## src/rtl/tick_timer_pkg.sv

```systemverilog
package tick_timer_pkg;
  parameter int NUM_TIMERS = 16;
  parameter int PERIOD_W   = 16;
  parameter int PRESCALE_W = 6;
  parameter int CNT_W      = 16;
  parameter int ADDR_W     = 3;
  parameter int DATA_W     = 32;
  localparam int IDX_W     = $clog2(NUM_TIMERS);

  localparam logic [ADDR_W-1:0] ADDR_CFG  = 3'd0;
  localparam logic [ADDR_W-1:0] ADDR_CMD  = 3'd1;
  localparam logic [ADDR_W-1:0] ADDR_GO   = 3'd2;
  localparam logic [ADDR_W-1:0] ADDR_EVT  = 3'd3;
  localparam logic [ADDR_W-1:0] ADDR_MASK = 3'd4;
  localparam logic [ADDR_W-1:0] ADDR_CNT  = 3'd5;

  // Strobes and settings passed from control to datapath
  typedef struct packed {
    logic                  cmdGo;
    logic                  cmdEnable;
    logic                  cmdRestart;
    logic [IDX_W-1:0]      cmdIdx;
    logic [PERIOD_W-1:0]   cmdPeriod;
    logic [NUM_TIMERS-1:0] evtClr;
    logic                  cntClr;
    logic                  tickEn;
    logic [PRESCALE_W-1:0] prescale;
    logic [NUM_TIMERS-1:0] maskVal;
  } ctlBus_t;
endpackage

```

## src/rtl/tick_timer_ctrl.sv

```systemverilog
module tick_timer_ctrl
  import tick_timer_pkg::*;
(
  input  logic                  clk,
  input  logic                  rstN,
  input  logic                  wrEn,
  input  logic [ADDR_W-1:0]     addr,
  input  logic [DATA_W-1:0]     wrData,
  input  logic [NUM_TIMERS-1:0] evtBits,
  input  logic [CNT_W-1:0]      tickCount,
  output ctlBus_t               ctl,
  output logic [DATA_W-1:0]     rdData
);
  logic [PRESCALE_W-1:0] cfgPrescale;
  logic                  cfgTickEn;
  logic [PERIOD_W-1:0]   cmdPeriod;
  logic [IDX_W-1:0]      cmdIdx;
  logic                  cmdEnable, cmdRestart;
  logic [NUM_TIMERS-1:0] maskReg;

  always_ff @(posedge clk or negedge rstN) begin
    if (!rstN) begin
      cfgPrescale <= '0;
      cfgTickEn   <= 1'b0;
      cmdPeriod   <= '0;
      cmdIdx      <= '0;
      cmdEnable   <= 1'b0;
      cmdRestart  <= 1'b0;
      maskReg     <= '0;
    end else if (wrEn) begin
      case (addr)
        ADDR_CFG: begin
          cfgPrescale <= wrData[PRESCALE_W-1:0];
          cfgTickEn   <= wrData[8];
        end
        ADDR_CMD: begin
          cmdPeriod  <= wrData[PERIOD_W-1:0];
          cmdIdx     <= wrData[16 +: IDX_W];
          cmdEnable  <= wrData[24];
          cmdRestart <= wrData[25];
        end
        ADDR_MASK: maskReg <= wrData[NUM_TIMERS-1:0];
        default: ;
      endcase
    end
  end

  always_comb begin
    ctl.cmdGo      = wrEn && (addr == ADDR_GO);
    ctl.cmdEnable  = cmdEnable;
    ctl.cmdRestart = cmdRestart;
    ctl.cmdIdx     = cmdIdx;
    ctl.cmdPeriod  = cmdPeriod;
    ctl.evtClr     = (wrEn && addr == ADDR_EVT) ? wrData[NUM_TIMERS-1:0] : '0;
    ctl.cntClr     = wrEn && (addr == ADDR_CNT);
    ctl.tickEn     = cfgTickEn;
    ctl.prescale   = cfgPrescale;
    ctl.maskVal    = maskReg;
  end

  always_comb begin
    rdData = '0;
    case (addr)
      ADDR_CFG: begin
        rdData[PRESCALE_W-1:0] = cfgPrescale;
        rdData[8]              = cfgTickEn;
      end
      ADDR_CMD: begin
        rdData[PERIOD_W-1:0] = cmdPeriod;
        rdData[16 +: IDX_W]  = cmdIdx;
        rdData[24]           = cmdEnable;
        rdData[25]           = cmdRestart;
      end
      ADDR_EVT:  rdData[NUM_TIMERS-1:0] = evtBits;
      ADDR_MASK: rdData[NUM_TIMERS-1:0] = maskReg;
      ADDR_CNT:  rdData[CNT_W-1:0]      = tickCount;
      default: ;
    endcase
  end
endmodule

```

## src/rtl/tick_timer_dp.sv

```systemverilog
module tick_timer_dp
  import tick_timer_pkg::*;
#(
  parameter int TICK_UNIT = 1024
) (
  input  logic                  clk,
  input  logic                  rstN,
  input  ctlBus_t               ctl,
  output logic [NUM_TIMERS-1:0] evtBits,
  output logic [CNT_W-1:0]      tickCount,
  output logic                  irq
);
  localparam int MAX_DIV = TICK_UNIT * ((1 << PRESCALE_W) - 1);
  localparam int DIV_W   = $clog2(MAX_DIV + 1);

  logic [DIV_W-1:0] divCnt, divLimit;
  logic run, tick;

  always_comb begin
    divLimit = DIV_W'(32'(ctl.prescale) * TICK_UNIT - 1);
    run      = ctl.tickEn && (ctl.prescale != '0);
    tick     = run && (divCnt >= divLimit);
  end

  always_ff @(posedge clk or negedge rstN) begin
    if (!rstN)     divCnt <= '0;
    else if (!run) divCnt <= '0;
    else if (tick) divCnt <= '0;
    else           divCnt <= divCnt + 1'b1;
  end

  always_ff @(posedge clk or negedge rstN) begin
    if (!rstN)           tickCount <= '0;
    else if (ctl.cntClr) tickCount <= '0;
    else if (tick)       tickCount <= tickCount + 1'b1;
  end


  tick_count_step_chk: assert property (@(posedge clk) disable iff (!rstN)
    (tick && !ctl.cntClr) |=> (tickCount == $past(tickCount) + 1'b1));

  tick_hold_chk: assert property (@(posedge clk) disable iff (!rstN)
    (!ctl.tickEn && !ctl.cntClr) |=> $stable(tickCount));

  logic [NUM_TIMERS-1:0] active, restart, setEvt;
  logic [PERIOD_W-1:0]   reload [NUM_TIMERS];
  logic [PERIOD_W-1:0]   remain [NUM_TIMERS];

  for (genvar g = 0; g < NUM_TIMERS; g++) begin : gTimer
    logic hit;
    assign hit       = ctl.cmdGo && (ctl.cmdIdx == IDX_W'(g));
    assign setEvt[g] = !hit && tick && active[g] && (remain[g] <= 1);

    always_ff @(posedge clk or negedge rstN) begin
      if (!rstN) begin
        active[g]  <= 1'b0;
        restart[g] <= 1'b0;
        reload[g]  <= '0;
        remain[g]  <= '0;
      end else if (hit) begin
        active[g] <= ctl.cmdEnable;
        if (ctl.cmdEnable) begin
          restart[g] <= ctl.cmdRestart;
          reload[g]  <= ctl.cmdPeriod;
          remain[g]  <= ctl.cmdPeriod;
        end
      end else if (tick && active[g]) begin
        if (remain[g] <= 1) begin
          if (restart[g]) remain[g] <= reload[g];
          else            active[g] <= 1'b0;
        end else begin
          remain[g] <= remain[g] - 1'b1;
        end
      end
    end


    oneshot_stop_chk: assert property (@(posedge clk) disable iff (!rstN)
      (setEvt[g] && !restart[g]) |=> !active[g]);

    restart_reload_chk: assert property (@(posedge clk) disable iff (!rstN)
      (setEvt[g] && restart[g]) |=> (active[g] && remain[g] == reload[g]));

    evt_clear_chk: assert property (@(posedge clk) disable iff (!rstN)
      (ctl.evtClr[g] && !setEvt[g]) |=> !evtBits[g]);

    evt_set_wins_chk: assert property (@(posedge clk) disable iff (!rstN)
      setEvt[g] |=> evtBits[g]);
  end

  always_ff @(posedge clk or negedge rstN) begin
    if (!rstN) evtBits <= '0;
    else       evtBits <= (evtBits & ~ctl.evtClr) | setEvt;
  end

  assign irq = |(evtBits & ctl.maskVal);
endmodule

```

## src/rtl/tick_timer_bank.sv

```systemverilog
module tick_timer_bank
  import tick_timer_pkg::*;
#(
  parameter int TICK_UNIT = 1024
) (
  input  logic              clk,
  input  logic              rstN,
  input  logic              wrEn,
  input  logic [ADDR_W-1:0] addr,
  input  logic [DATA_W-1:0] wrData,
  output logic [DATA_W-1:0] rdData,
  output logic              irq
);
  ctlBus_t               ctl;
  logic [NUM_TIMERS-1:0] evtBits;
  logic [CNT_W-1:0]      tickCount;

  tick_timer_ctrl u_ctrl (
    .clk(clk), .rstN(rstN), .wrEn(wrEn), .addr(addr), .wrData(wrData),
    .evtBits(evtBits), .tickCount(tickCount), .ctl(ctl), .rdData(rdData)
  );

  tick_timer_dp #(.TICK_UNIT(TICK_UNIT)) u_dp (
    .clk(clk), .rstN(rstN), .ctl(ctl),
    .evtBits(evtBits), .tickCount(tickCount), .irq(irq)
  );


  irq_mask_chk: assert property (@(posedge clk) disable iff (!rstN)
    (ctl.maskVal == '0) |-> !irq);
endmodule

```

## config.mk

```make
export PLATFORM = sky130hd
export DESIGN_NAME = tick_timer_bank
export DESIGN_NICKNAME = d
export VERILOG_FILES = /design/src/rtl/tick_timer_pkg.sv /design/src/rtl/tick_timer_ctrl.sv /design/src/rtl/tick_timer_dp.sv /design/src/rtl/tick_timer_bank.sv
export SDC_FILE = /design/constraint.sdc
export NUM_CORES = 1
export LEC_CHECK = 0
export ABC_CLOCK_PERIOD_IN_PS = 4000
export BUFFER_PORTS_ARGS = -buffer_cell sky130_fd_sc_hd__buf_2
export CAP_MARGIN = 5
export CORE_ASPECT_RATIO = 1.2
export CORE_MARGIN = 5
export CORE_UTILIZATION = 55
export DETAILED_ROUTE_END_ITERATION = 7
export PLACE_DENSITY = 0.74
export SETUP_SLACK_MARGIN = 0.5
export SYNTH_ARGS = -nofsm -noshare
export SYNTH_HDL_FRONTEND = slang
export SYNTH_SLANG_ARGS = --single-unit
```

## constraint.sdc

```tcl
create_clock -name clk -period 4 [get_ports clk]
set_input_delay 0.6 -clock clk [delete_from_list [all_inputs] [get_ports clk]]
set_output_delay 0.6 -clock clk [all_outputs]
set_load 0.005 [all_outputs]
```

== Word level (Yosys, flattened, before mapping) ==
Cells that the tools add are included.

* Bits in registers: 637
* Input bits: 38
* Word-level logic and storage cells: 511

* $add $sub $neg: 19
* Order comparisons: 17
* Equal/unequal tests: 68
* Multiplexer cells: 140
* Bitwise operators: 4
* Reductions and logical operators: 189

{| class="wikitable"
|+ Operators by type and width
! operator !! count
|-
| 16-bit two-way mux || 70
|-
| 16-bit by 1-bit subtractor with 16-bit output (second input constant) || 17
|-
| 16-bit by 1-bit <= comparator with 1-bit output (second input constant) || 16
|-
| 3-bit AND reduction || 32
|-
| 1-bit logical AND || 85
|-
| 2-bit nonzero test || 33
|-
| 1-bit two-way mux || 64
|-
| 2-bit inequality test (second input constant) || 32
|-
| 3-bit by 1-bit inequality test with 1-bit output (second input constant) || 16
|-
| 2-bit AND reduction || 19
|-
| 16-bit by 1-bit adder with 16-bit output (second input constant) || 2
|-
| 16-bit AND || 2
|-
| 4-bit equality test (second input constant) || 8
|-
| 6-bit one-hot mux with 5 select lines || 1
|-
| 7-bit one-hot mux with 4 select lines || 1
|-
| 4-bit by 3-bit equality test with 1-bit output (second input constant) || 4
|-
| 16-bit >= comparator || 1
|-
| 1-bit zero test || 16
|-
| 16-bit NOT || 1
|-
| 16-bit OR || 1
|-
| 16-bit OR reduction || 1
|-
| 4-bit by 2-bit equality test with 1-bit output (second input constant) || 2
|-
| 2-bit one-hot mux with 4 select lines || 1
|-
| 3-bit by 2-bit equality test with 1-bit output (second input constant) || 2
|-
| other kinds (9) || 10
|}

== Longest topological paths before layout ==
* Word-level depth: 8
* Gate-level depth with buffers: 16
* Gate-level depth less buffers: 12

== Cells and area by module ==
A second synthesis with hierarchy kept.

* Cells, all modules: 3,761
* Area, all modules: 35,686.7 µm²

{| class="wikitable"
|+ By module, submodules not included
! module !! instances !! cells each !! area an instance (µm²) !! seq. area each (µm²)
|-
| tick_timer_dp || 1 || 3,551 || 33,085.5 || 14,814.2
|-
| tick_timer_ctrl || 1 || 210 || 2,601.2 || 1,126.1
|}

== Worst setup path after synthesis ==
No wires, ideal clock.

* Kind: reg-to-reg
* From: register u_ctrl.cfgPrescale[4]
* To: register u_dp.remain[254] (netlist bit)
* Library setup time: 121 ps
* Arrival: 3,194 ps
* Required time: 3,879 ps
* Setup slack: 685 ps
* Stages on the path, launching flop included: 13
* Buffers on the path: 1
* Clock period less this slack: 3,315 ps
* Path through: dfrtp_1 or3_1 nor3_1 xnor2_1 ha_1 nand2_1 o21ai_0 o31a_1 nand2_1 buf_2 o31ai_2 o21ai_0 a22o_1

* Word-level cells in the longest chain between the ends: 6

{| class="wikitable"
|+ Ends and longest elaborated chain
! what !! RTL line !! text
|-
| start, declared || tick_timer_ctrl.sv:14 || <nowiki>logic [PRESCALE_W-1:0] cfgPrescale;</nowiki>
|-
| start signal, assigned || tick_timer_ctrl.sv:33 || <nowiki>cfgPrescale <= wrData[PRESCALE_W-1:0];</nowiki>
|-
| 16-bit by 1-bit subtractor with 16-bit output / 6-bit nonzero test (equally long branches) || tick_timer_dp.sv:20, tick_timer_dp.sv:21 ||
|-
| 16-bit >= comparator / 1-bit logical AND (equally long branches) || tick_timer_dp.sv:22, tick_timer_dp.sv:21 ||
|-
| 1-bit logical AND (*) || tick_timer_dp.sv:22 || <nowiki>tick = run && (divCnt >= divLimit);</nowiki>
|-
| 1-bit logical AND (*) || tick_timer_dp.sv:67 || <nowiki>end else if (tick && active[g]) begin</nowiki>
|-
| 2-bit nonzero test (no line) (*) || -- ||
|-
| 3-bit AND reduction (no line) (*) || -- ||
|-
| end signal, assigned by index || tick_timer_dp.sv:65 || <nowiki>remain[g] <= ctl.cmdPeriod;</nowiki>
|-
| end signal, assigned by index || tick_timer_dp.sv:69 || <nowiki>if (restart[g]) remain[g] <= reload[g];</nowiki>
|-
| end signal, assigned by index || tick_timer_dp.sv:72 || <nowiki>remain[g] <= remain[g] - 1'b1;</nowiki>
|-
| end, declared || tick_timer_dp.sv:47 || <nowiki>logic [PERIOD_W-1:0] remain [NUM_TIMERS];</nowiki>
|}

Mark *: on every way between the ends. The rest lies on a longest branch, timed or not.
A chain may end at the register's enable or synchronous reset.

== Final worst setup path ==
* From: input port addr[2]
* To: output port rdData[15]

* Word-level cells in the longest chain between the ends: 2

{| class="wikitable"
|+ Ends and longest elaborated chain
! what !! RTL line !! text
|-
| start, declared || tick_timer_bank.sv:9 || <nowiki>input logic [ADDR_W-1:0] addr,</nowiki>
|-
| 3-bit equality test (tied with other cells) || tick_timer_ctrl.sv:63 || <nowiki>case (addr)</nowiki>
|-
| 7-bit one-hot mux with 4 select lines (*) || tick_timer_ctrl.sv:63 ||
|-
| end, declared || tick_timer_bank.sv:11 || <nowiki>output logic [DATA_W-1:0] rdData,</nowiki>
|}

Marked as above.

==> results.sh <==
export IMPL_status="finished, final reports clean"
export IMPL_yosys_warnings=0
export IMPL_dieArea_um2=68400
export IMPL_wl_um=104000
export IMPL_place_congestion=0.929
export IMPL_clk_latency_ns=0.62
export IMPL_cts_tree="yes"
export IMPL_drcViolationCount=0
export IMPL_htreeDepth=3
export IMPL_worst_slew_pin_slew_ns=0.971
export IMPL_die_h_um=286
export IMPL_ant_nets=0
export IMPL_skew_ns=0.0198
export IMPL_critPathBufInv=3
export IMPL_hold_path_class="primary input to asynchronous set/reset pin"
export IMPL_netlist_area_um2=34800
export IMPL_grt_max_degree=104
export IMPL_worstPathMaxFanout=22
export IMPL_clk_pin_slew_ns=0.05
export IMPL_setup_tns_ns=0
export IMPL_nets=4112
export IMPL_dr_first_iter_drc_count=3457
export IMPL_grt_pass1_wl_um=165000
export IMPL_yosys_most_used_dff="dfrtp_1"
export IMPL_startpoint="addr[2]"
export IMPL_p_leak_nw=18.0
export IMPL_area_growth_pct=10.9
export IMPL_ys_ff_latch=637
export IMPL_rsz0062_at_grt="false"
export IMPL_syn_inst=4040
export IMPL_r2r_start="u_ctrl.cfgPrescale[4]"
export IMPL_start_util_pct=55.2
export IMPL_place_area_um2=36200
export IMPL_cts_inserted_buffers=68
export IMPL_maxSlewViolCount=0
export IMPL_hpwl_um=64500
export IMPL_fmaxAchievable_ghz=0.304
export IMPL_post_drt_via_cell_ratio=6.39
export IMPL_synthMuxAreaShare_pct=6.57
export IMPL_critical_path_top_delay_family="compound AO/OA/AOI/OAI gates"
export IMPL_vias=31300
export IMPL_cp_required_ns=3.40
export IMPL_synthAdderAreaFrac_pct=1.51
export IMPL_cts_buffer_depth=3
export IMPL_rows=101
export IMPL_crit_end="rdData[15]"
export IMPL_yosys_area_share_simple_pct=21.3
export IMPL_grt_pass1_vias=29700
export IMPL_start_kind="primary input"
export IMPL_cp_common_cell="buf_2"
export IMPL_layout_drive_gt1_share_pct=14.0
export IMPL_cts_sinks=637
export IMPL_syn_avg_cell_area_um2=8.61
export IMPL_final_hold_viol_count=0
export IMPL_finalSetupViolCount=0
export IMPL_r2r_cells=13
export IMPL_synth_top_family_by_area="simple AND/OR/NAND/NOR gates"
export IMPL_hold_buffers=0
export IMPL_ir_drop_uv=359
export IMPL_synth_xor_area_share_pct=1.36
export IMPL_r2r_slack_ns=0.71
export IMPL_path_class="primary input to primary output"
export IMPL_slowest_delay_ns=0.68
export IMPL_synth_edf_count=0
export IMPL_antenna_found_initial=1
export IMPL_io_buffers=50
export IMPL_finalInstanceArea_um2=38600
export IMPL_end_kind="primary output"
export IMPL_coreArea_um2=63100
export IMPL_root_buffer="clkbuf_16"
export IMPL_dp_slack_ns=0.320
export IMPL_num_io_pins=71
export IMPL_p_per_area_nw_per_um2=475
export IMPL_yosysUniqueCellTypes=86
export IMPL_cp_depth=6
export IMPL_grt_usage_pct=29.8
export IMPL_r2r_end="u_dp.remain[73]"
export IMPL_seq_area_frac_synth_pct=45.8
export IMPL_crit_slowest_cell="o21ai_0"
export IMPL_post_drt_wl_per_cell_um=21.1
export IMPL_arrival_ns=2.69
export IMPL_overflow=0
export IMPL_crit_chain="buf_2 -> buf_4 -> nor2b_1 -> a22oi_1 -> o21ai_0 -> buf_2"
export IMPL_die_x_um=240
export IMPL_synth_compound_area_share_pct=19.3
export IMPL_setup_ws_ns=0.707
export IMPL_async_reset_ff_share_pct=100
export IMPL_period_needed_ns=3.29
export IMPL_firstDrtPassIters=5
export IMPL_max_cap_violations=0
export IMPL_period_share_pct=82.3
export IMPL_slew_headroom_pct=35.0
[metal layers]
metal  GRT usage (%)  part of all wire (%)  vias to the layer above
met5               0                     0                        -
met4            12.1                   4.3                        0
met3            5.58                   8.5                      238
met2            46.2                    45                     1364
met1            41.7                    42                    15400
li1                -                     -                    14400
[cell usage in the layout, fill, tap and decap left out, drive strengths merged, types with 15 or more instances in the layout]
cell type	instances
xnor2	29
buf	207
or4	26
mux2	180
nand2	780
nor4	76
nand3	96
a21oi	255
a31oi	33
a211oi	46
o311ai	16
xor2	25
a22o	71
nor2	358
o31ai	51
nor3	137
o211ai	70
or3	35
clkbuf	99
o21ai	437
nand4	21
and2	26
ha	42
nand2b	15
dfrtp	637
inv	59
and3	30
[cell families (layout without fill, tap and decap cells)]
logic type,after synthesis,count (layout)
compound gates,1098,1098
mux,198,198
flops,637,637
xor+xnor,54,54
simple gates,1658,1658
buf+inv,352,384
fa+ha+maj,42,42
other cells,1,11
[synth_stat cells (69+ instances only)]
cell type,count,area (um2)
o211ai_1,69,518
nor3_1,135,676
a21oi_1,255,1280
nor2_1,357,1340
nor4_1,71,444
nand2_1,780,2930
dfrtp_1,637,15900
mux2_2,179,2020
o21ai_0,433,2170
a22o_1,71,622
clkbuf_1,216,811
nand3_1,96,480
[report_power, final]
group          switching (W)  internal, W
sequential          0.000415      0.00691
combinational        0.00295      0.00145
clock                0.00269      0.00391
[per-stage QoR]
stage | power (W) | std cells | hold slack, ns | utilization, %
2_1_floorplan | 0.0103 | 4049 | 0.304 | -
3_3_place_gp | 0.0116 | 4782 | 0.453 | 57.4
3_5_place_dp | 0.0117 | 4782 | 0.459 | 57.4
4_1_cts | 0.0183 | 4901 | 0.106 | 61.1
5_1_grt | 0.0192 | 4906 | 0.160 | 61.2
6_report | 0.0183 | 4906 | 0.0966 | 61.2
[flip-flops by register name, indices dropped and copies added (netlist names)]
signal	count
u_ctrl.maskReg	16
u_ctrl.cfgPrescale	6
u_dp.restart	16
u_dp.reload	256
u_ctrl.cfgTickEn	1
u_ctrl.cmdRestart	1
u_dp.active	16
u_dp.remain	256
u_dp.evtBits	16
u_ctrl.cmdEnable	1
u_dp.tickCount	16
u_ctrl.cmdIdx	4
u_ctrl.cmdPeriod	16
u_dp.divCnt	16
[worst reg2reg max path, stage by stage (launching register included)]
cell	delay [ns]
dfrtp_1	0.42
or3_1	0.40
nor3_1	0.19
xnor2_1	0.09
ha_1	0.31
nand2_1	0.07
o21ai_2	0.21
or4_4	0.24
nand2_2	0.09
buf_12	0.20
o31ai_1	0.34
buf_4	0.26
o21ai_0	0.12
a22o_1	0.26
[how the worst min path moves through the flow]
stage / from / to / depth (start not counted)
finish: rstN / u_dp.reload[106] / 1
global route: rstN / u_dp.remain[102] / 1
CTS: rstN / u_dp.reload[106] / 1
detailed placement: u_dp.reload[80] / u_dp.reload[80] / 2
global placement: u_dp.reload[161] / u_dp.reload[161] / 2
floorplan: rstN / u_ctrl.cfgPrescale[0] / 0
[area by class of cell]
type                            count  area [um2]
Timing Repair Buffer              207        1550
Clock inverter                     20         238
Fill cell                        5439       24500
Inverter                           58         218
Tap cell                          824        1030
Clock buffer                       99        2070
Antenna cell                        1        2.50
Sequential cell                   637       16000
Multi-Input combinational cell   3060       17500
[timing repair]
action / in CTS / in global routing
setup buffers: 0 / 4
endpoints found under the setup margin: 78 / 64
resized for setup: 3 / 7
hold endpoints to repair: 0 / 0
pin swaps: 0 / 1
No activity file was read; power rests on OpenSTA's default activity.
